## src/rtl/css_pkg.sv

```systemverilog
package css_pkg;

   typedef enum logic [2:0] {
      MD_LOAD = 3'd0,
      MD_UP   = 3'd1,
      MD_DOWN = 3'd2,
      MD_SHUP = 3'd3,
      MD_SHDN = 3'd4,
      MD_INV  = 3'd5,
      MD_ZERO = 3'd6,
      MD_HOLD = 3'd7
   } css_mode_e;

   function automatic logic css_is_count(input css_mode_e m);
      return (m == MD_UP) || (m == MD_DOWN);
   endfunction

   function automatic logic css_is_shift(input css_mode_e m);
      return (m == MD_SHUP) || (m == MD_SHDN);
   endfunction

endpackage

```

## src/rtl/css_step.sv

```systemverilog
// Up/down incrementer. STEP_STYLE selects an arithmetic adder (0)
// or an explicit per-bit toggle chain (1).
module css_step #(
   parameter int WIDTH      = 4,
   parameter int STEP_STYLE = 0
) (
   input  logic [WIDTH-1:0] val,
   input  logic             dir_down,
   output logic [WIDTH-1:0] stepped
);

   if (WIDTH < 1) begin : g_chk_width
      $error("css_step: WIDTH must be at least 1");
   end

   if (STEP_STYLE == 0) begin : g_adder
      always_comb begin
         if (dir_down) stepped = val - WIDTH'(1);
         else          stepped = val + WIDTH'(1);
      end
   end else begin : g_toggle
      logic [WIDTH:0] carry;
      assign carry[0] = 1'b1;
      for (genvar i = 0; i < WIDTH; i++) begin : g_bit
         assign carry[i+1] = carry[i] & (dir_down ? ~val[i] : val[i]);
         assign stepped[i] = val[i] ^ carry[i];
      end
   end

endmodule

```

## src/rtl/css_shift.sv

```systemverilog
// Both shift directions, built per bit with the serial inputs at the ends.
module css_shift #(
   parameter int WIDTH = 4
) (
   input  logic [WIDTH-1:0] val,
   input  logic             ser_lo,
   input  logic             ser_hi,
   output logic [WIDTH-1:0] up_val,
   output logic [WIDTH-1:0] dn_val
);

   localparam int MSB = WIDTH - 1;

   if (WIDTH < 2) begin : g_chk_width
      $error("css_shift: WIDTH must be at least 2");
   end

   for (genvar i = 0; i < WIDTH; i++) begin : g_bit
      if (i == 0) begin : g_up_end
         assign up_val[i] = ser_lo;
      end else begin : g_up_mid
         assign up_val[i] = val[i-1];
      end
      if (i == MSB) begin : g_dn_end
         assign dn_val[i] = ser_hi;
      end else begin : g_dn_mid
         assign dn_val[i] = val[i+1];
      end
   end

endmodule

```

## src/rtl/css_tc.sv

```systemverilog
// Terminal-count / MSB-repeat decode for the cascade output.
module css_tc
   import css_pkg::*;
#(
   parameter int WIDTH = 4
) (
   input  css_mode_e        mode,
   input  logic [WIDTH-1:0] val,
   input  logic             chain_en_n,
   output logic             tc_n
);

   localparam int               MSB  = WIDTH - 1;
   localparam logic [WIDTH-1:0] TOPV = {WIDTH{1'b1}};

   always_comb begin
      tc_n = 1'b1;
      unique case (mode)
         MD_UP:   tc_n = ~((val == TOPV) & ~chain_en_n);
         MD_DOWN: tc_n = ~((val == '0)   & ~chain_en_n);
         MD_SHUP,
         MD_SHDN: tc_n = val[MSB];
         default: tc_n = 1'b1;
      endcase
   end

endmodule

```

## src/rtl/cnt_shift_slice.sv

```systemverilog
module cnt_shift_slice
   import css_pkg::*;
#(
   parameter int WIDTH      = 4,
   parameter int STEP_STYLE = 0
) (
   input  logic             clk,
   input  logic             mreset,
   input  logic [2:0]       mode_sel,
   input  logic             adv_en_n,
   input  logic             chain_en_n,
   input  logic [WIDTH-1:0] pre_d,
   output logic [WIDTH-1:0] q,
   output logic             tc_n
);

   localparam int MSB = WIDTH - 1;

   if (WIDTH < 2) begin : g_chk_width
      $error("cnt_shift_slice: WIDTH must be at least 2");
   end
   if (STEP_STYLE != 0 && STEP_STYLE != 1) begin : g_chk_style
      $error("cnt_shift_slice: STEP_STYLE must be 0 or 1");
   end

   css_mode_e        mode;
   logic [WIDTH-1:0] state;
   logic [WIDTH-1:0] nxt;
   logic [WIDTH-1:0] stepped;
   logic [WIDTH-1:0] sh_up;
   logic [WIDTH-1:0] sh_dn;
   logic             go;

   assign mode = css_mode_e'(mode_sel);
   assign go   = ~adv_en_n & ~chain_en_n;

   css_step #(.WIDTH(WIDTH), .STEP_STYLE(STEP_STYLE)) u_step (
      .val      (state),
      .dir_down (mode == MD_DOWN),
      .stepped  (stepped)
   );

   css_shift #(.WIDTH(WIDTH)) u_shift (
      .val    (state),
      .ser_lo (chain_en_n),
      .ser_hi (pre_d[MSB]),
      .up_val (sh_up),
      .dn_val (sh_dn)
   );

   css_tc #(.WIDTH(WIDTH)) u_tc (
      .mode       (mode),
      .val        (state),
      .chain_en_n (chain_en_n),
      .tc_n       (tc_n)
   );

   always_comb begin
      nxt = state;
      unique case (mode)
         MD_LOAD: nxt = pre_d;
         MD_UP,
         MD_DOWN: nxt = go ? stepped : state;
         MD_SHUP: nxt = sh_up;
         MD_SHDN: nxt = sh_dn;
         MD_INV:  nxt = ~state;
         MD_ZERO: nxt = '0;
         default: nxt = state;
      endcase
   end

   always_ff @(posedge clk or posedge mreset) begin
      if (mreset) state <= '0;
      else        state <= nxt;
   end

   assign q = state;

   // reset holds the register at zero
   a_r1_reset_clears: assert property (@(posedge clk) mreset |-> q == '0);

   // load
   a_r2_load: assert property (@(posedge clk) disable iff (mreset)
      (mode_sel == 3'd0) |=> q == $past(pre_d));

   // count up wraps modulo 2^WIDTH
   a_r3_count_up: assert property (@(posedge clk) disable iff (mreset)
      (mode_sel == 3'd1 && !adv_en_n && !chain_en_n) |=> q == $past(q) + WIDTH'(1));

   // count down wraps modulo 2^WIDTH
   a_r4_count_down: assert property (@(posedge clk) disable iff (mreset)
      (mode_sel == 3'd2 && !adv_en_n && !chain_en_n) |=> q == $past(q) - WIDTH'(1));

   // either enable high freezes counting
   a_r5_gate_hold: assert property (@(posedge clk) disable iff (mreset)
      ((mode_sel == 3'd1 || mode_sel == 3'd2) && (adv_en_n || chain_en_n)) |=> $stable(q));

   // shift up takes serial bit from the chain enable
   a_r7_shift_up: assert property (@(posedge clk) disable iff (mreset)
      (mode_sel == 3'd3) |=> q == {$past(q[MSB-1:0]), $past(chain_en_n)});

   // invert
   a_r10_invert: assert property (@(posedge clk) disable iff (mreset)
      (mode_sel == 3'd5) |=> q == ~$past(q));

   // synchronous clear
   a_r11_clear: assert property (@(posedge clk) disable iff (mreset)
      (mode_sel == 3'd6) |=> q == '0);

   // hold
   a_r12_hold: assert property (@(posedge clk) disable iff (mreset)
      (mode_sel == 3'd7) |=> $stable(q));

endmodule

```

## config.mk

```make
export PLATFORM = sky130hd
export DESIGN_NAME = cnt_shift_slice
export DESIGN_NICKNAME = d
export VERILOG_FILES = /design/src/rtl/css_pkg.sv /design/src/rtl/css_step.sv /design/src/rtl/css_shift.sv /design/src/rtl/css_tc.sv /design/src/rtl/cnt_shift_slice.sv
export SDC_FILE = /design/constraint.sdc
export NUM_CORES = 1
export LEC_CHECK = 0
export ABC_AREA = 1
export BUFFER_PORTS_ARGS = -buffer_cell sky130_fd_sc_hd__buf_2
export CORE_MARGIN = 4
export CORE_UTILIZATION = 30
export DETAILED_ROUTE_END_ITERATION = 7
export HOLD_SLACK_MARGIN = 0.08
export MAX_ROUTING_LAYER = met4
export PLACE_DENSITY_LB_ADDON = 0.3
export SETUP_SLACK_MARGIN = 0.2
export SYNTH_ARGS = -nofsm -noshare
export SYNTH_HDL_FRONTEND = slang
export SYNTH_SLANG_ARGS = --single-unit
```

## constraint.sdc

```tcl
create_clock -name clk -period 1.9 [get_ports clk]
set_clock_uncertainty 0.05 [all_clocks]
set_input_delay 0 -clock clk [delete_from_list [all_inputs] [get_ports clk]]
set_output_delay 0 -clock clk [all_outputs]
set_load 0.01 [all_outputs]
```

## Word-level counts from Yosys, hierarchy flattened

Index checks and enable logic that the tools add are counted.

- $add $sub $neg: 2
- Bitwise gates (word level): 8
- Equality and inequality tests: 8
- Reductions and logical operators: 6
- Multiplexer cells: 4

Operators with widths:

| operator | number |
|---|---|
| 4-bit case mux with 6 select lines | 1 |
| 3-bit == test, second input constant | 3 |
| 4-bit two-way mux | 2 |
| 3-bit by 2-bit == test with 1-bit output, second input constant | 2 |
| 6-bit nonzero test | 1 |
| 4-bit by 1-bit adder with 4-bit output, second input constant | 1 |
| 4-bit == test, second input constant | 1 |
| 4-bit zero test | 1 |
| 1-bit inverter | 4 |
| 4-bit inverter | 1 |
| 2-bit OR reduction | 2 |
| 4-bit by 1-bit subtractor with 4-bit output, second input constant | 1 |
| 1-bit bitwise AND | 3 |
| 3-bit by 1-bit == test with 1-bit output, second input constant | 1 |
| 3-bit zero test | 1 |
| 1-bit case mux with 3 select lines | 1 |
| 2-bit != test, second input constant | 1 |
| 2-bit AND reduction | 1 |

- Bits of input ports: 11
- Register bits after elaboration: 4
- Output and inout port bits: 5

## Logic depth before layout (Yosys ltp)

- Word-level depth: 4
- Gate-level depth with buffers: 15

## Hierarchy

Synthesis repeated with hierarchy kept, for this count alone.

- Cells, all modules: 130
- Area total of the unflattened synthesis: 757.0 um^2

Modules (own cells, without submodules):

| module | times used | cells an instance | area each (um^2) |
|---|---|---|---|
| cnt_shift_slice | 1 | 79 | 476.7 |
| css_step | 1 | 21 | 121.4 |
| css_tc | 1 | 22 | 98.8 |
| css_shift | 1 | 8 | 60.1 |

## Worst setup path after synthesis

OpenSTA, ideal clock, no wires.

- Kind: register -> register
- Start point: reg state[1] (netlist: q[1])
- End point: reg state[2] (netlist: q[2])
- Arrival time: 1.208 ns
- Data required time: 1.734 ns
- Slack: 0.526 ns
- Stages on the path, launching flop included: 14
- Cells stage by stage: dfrtp_1 inv_1 nand2_1 nand2_1 inv_1 ha_1 inv_1 nand2_1 inv_1 nand2_1 nand3_1 nand2_1 nand2_1 nand2_1

- Word-level cells in the longest chain between the ends: 4
- Elaborated cells on any way between the ends: 5
- Classes of those cells: add/sub: 2; mux: 3

RTL lines:

| element | line | RTL |
|---|---|---|
| start: declaration | cnt_shift_slice.sv:27 | `logic [WIDTH-1:0] state;` |
| start signal: assignment | cnt_shift_slice.sv:74 | `else state <= nxt;` |
| 4-bit by 1-bit adder with 4-bit output / 4-bit by 1-bit subtractor with 4-bit output (equally long branches) | css_step.sv:19, css_step.sv:18 |  |
| 4-bit two-way mux | css_step.sv:18 | `if (dir_down) stepped = val - WIDTH'(1);` |
| 4-bit two-way mux | cnt_shift_slice.sv:63 | `MD_DOWN: nxt = go ? stepped : state;` |
| 4-bit case mux with 6 select lines * | cnt_shift_slice.sv:60 | `unique case (mode)` |

Mark *: on every way between the ends. The rest lies on a longest branch, timed or not. The select of a mux whose other input is x is not followed.
A chain may end at the register's enable or synchronous reset.

## Worst setup path after layout

- Start point: reg state[2] (netlist: q[2])
- End point: out tc_n

- Word-level cells in the longest chain between the ends: 4
- Elaborated cells on any way between the ends: 7
- Classes of those cells: eq/ne: 1; mux: 1; bitwise: 4; reduce/logical: 1

RTL lines:

| element | line | RTL |
|---|---|---|
| 4-bit == test / 4-bit zero test (equally long branches) | css_tc.sv:19, css_tc.sv:20 |  |
| 1-bit bitwise AND, on equally long branches | css_tc.sv:19, css_tc.sv:20 |  |
| 1-bit inverter, on equally long branches | css_tc.sv:19, css_tc.sv:20 |  |
| 1-bit case mux with 3 select lines * | css_tc.sv:18 | `unique case (mode)` |
| end: declaration | cnt_shift_slice.sv:14 | `output logic tc_n` |

Mark *: on every way between the ends. The rest lies on a longest branch, timed or not.

==> results.md <==
* # clock sinks at 4
* CP startpoint kind: flop
* Grt met2 use at 20.1%
* Vias per cell at 4.57
* Setup violations, final at 0
* Ports at 16
* Initial core utilization at 32.2%
* Tmin final at 1.53 ns
* Post-DP HPWL at between 1000 and 1500 µm
* CTS tree: yes
* CTS Buf Count at 3
* Post-synth cell types at 22
* Setup tns final at 0 ns
* Met3 Use GR at 2.58%
* CP endpoint kind: output pin
* First-pass GRT wire length at 2520 µm
* Critical path arrival at 1.48 ns
* Initial DRC Count at 6
* Most frequent cells in the layout: nand2_1, buf_2, inv_1
* Share of cells above drive strength 1 at between 20 and 30%
* Critical Path Start: q[2]
* PD cells at 647 mW/mm²
* Die X-Extent at 51.5 µm
* Root Driver: clkbuf_4
* Status: finished, final reports clean
* Post-CTS setup buffers at 0
* Largest net degree at the start of global routing at 9
* Number of synthesized register bits at 4
* GRT Total Usage at between 10% and 20%
* Mapped Nets at 110
* Switching power at 199 µW
* Fin crit share at 80.3%
* WL/cell at between 10 and 15 µm
* H-tree lvl count at 1
* Number of global-route vias before repair at 625
* Reg area at 100 µm²
* Leading cell type in the layout, fill and taps excluded: nand2_1
* Gpl congestion at 0.824
* Placed cells at 136
* Clock power frac at a little over a fifth
* Ys Warns at 0
* Critical path capture point: tc_n
* Layout area overhead at 26.4%
* Cell Area, Placed at 656 µm²
* Die ar. at 0.00265 mm²
* Post-detailed-route count of antenna-violating nets at 0
* Max Root-Sink Buffers at 2
* Final Hold Fails at 0
* Core area at 0.00176 mm²
* Grt ovf at 0
* Sw frac at 42.8%
* Worst reg2reg path endpoint: q[2]
* F_max at around 0.66 GHz
* TritonRoute pass-1 iters at 4
* FF-to-FF Start: q[1]
* Synthesized area at 568 µm²
* Synthesized instance count at between 90 and 100
* Final slew viol count at 0
* Row count at 15
* Die height at 51.5 µm
* Reg2reg setup slack at 0.48 ns
* Wirelength, routed at 1460 µm
* Register area share after synthesis at 17.6%
* DRC at 0
* Mean Syn Cell Area at roughly 5.8 µm²
* Cells on worst reg2reg path at 13
* Hold depth at 5
* Largest stage delay, worst path at 0.44 ns
* Max-Cap Viols at 0
* Antenna Cells at 0
* Required @ worst endpoint at ~1.9 ns
* Worst-Margin Slew at 0.232 ns
* Worst skew pair latency at roughly 0.23 ns
* RSZ-0062 raised after global routing: false
* Largest register FFs at 4
* Flop pwr share at a little under a third
* Slowest CP cell: dfrtp_1
* Internal power at 266 µW
* LEAKAGE at 0.397 nW
* Final std cells w/o fill at about 140
* Kind of critical path: flop to output pin
* Gate power share at 48.1%
* CTS clk-pin slew, worst paths at around 0.04 ns
* Initial antenna violation count at 0
* Layout filler cell count at around 200
* IO Port Bufs at 15
* Vias at approximately 650
* Design area at 718 µm²
* Multi-input logic area at 385 µm²
* Hold WC Path Type: input port to flop
* Relative slew slack at 84.5%
* Grt peak-use layer: met2
* Post-layout nets at 132
* CP Cell Sequence: inv_1 -> nand3b_1 -> nor3_1 -> o22ai_1 -> or2_1 -> buf_2
* Global-route met1 utilization at 15.3%
* Crit Path Max Fanout at 7
* Peak supply drop at 0.000351 V
-- worst min-delay path by stage --
stage	from	endpoint	slack (ns)
after floorplan	mreset	q[0]	-0.28
after global placement	mreset	q[1]	-0.16
after detailed placement	mreset	q[0]	-0.16
after CTS	adv_en_n	q[2]	0.09
after global routing	adv_en_n	q[2]	0.11
final	adv_en_n	q[2]	0.09
-- worst max-delay path, delay by kind of cell, from the launching register on --
kind | cells | cell delay, ns
simple gates | 3 | 0.45
flops | 1 | 0.44
buf+inv | 2 | 0.27
compound gates | 1 | 0.08
-- metal layers --
layer	vias to the layer above	part of all wire [%]
met4	0	1.1
met5	-	0
met3	4	5.2
met2	20	50
li1	352	-
met1	278	43
-- logic make-up after synthesis --
| kind of cell | synth area share [%] |
|---|---|
| compound gates | 15.0 |
| fa+ha+maj | 2.20 |
| buf+inv | 14.5 |
| flops | 17.6 |
| simple gates | 50.7 |
-- through the flow --
stage | worst slack, ns | hold slack, ns | utilization, % | total power [mW]
finish | 0.375 | 0.0920 | 40.7 | 0.465
global route | 0.206 | 0.114 | 40.7 | 0.522
CTS | 0.355 | 0.0879 | 40.7 | 0.473
detailed placement | 0.433 | -0.158 | 37.2 | 0.358
global placement | 0.464 | -0.165 | 37.2 | 0.354
floorplan | 0.526 | -0.284 | - | 0.289
-- cell usage after synthesis, drive strengths merged --
cell	instances	area, µm²
a21oi	3	15.0
o21ai	5	36.3
o221ai	1	8.76
buf	2	18.8
o22ai	3	18.8
nand3b	1	7.51
a31oi	1	6.26
nor3	2	10.0
inv	17	63.8
nand3	10	55.1
nor2	15	61.3
ha	1	12.5
nand2	32	148
or2	1	6.26
dfrtp	4	100
-- layout make-up --
| type | instances | share of cell area (%) |
|---|---|---|
| repair buffers | 19 | 16.0 |
| flip-flops and latches | 4 | 13.9 |
| inverters | 17 | 8.89 |
| clock buffers | 3 | 3.14 |
| well taps | 25 | 4.36 |
| multi-input cells | 75 | 53.7 |
-- power groups by stage --
stage	combinational [mW]	clock (mW)	sequential [mW]
finish	0.224	0.102	0.140
global route	0.261	0.115	0.146
CTS	0.225	0.109	0.139
detailed placement	0.218	0	0.140
global placement	0.216	0	0.138
floorplan	0.148	0	0.141
-- repair_timing --
action / in CTS / in global routing
gates resized for setup: 0 / 1
endpoints found under the setup margin: 0 / 1
hold buffers: 4 / 0
endpoints found under the hold margin: 7 / 0
(Power assumes the default switching activity.)
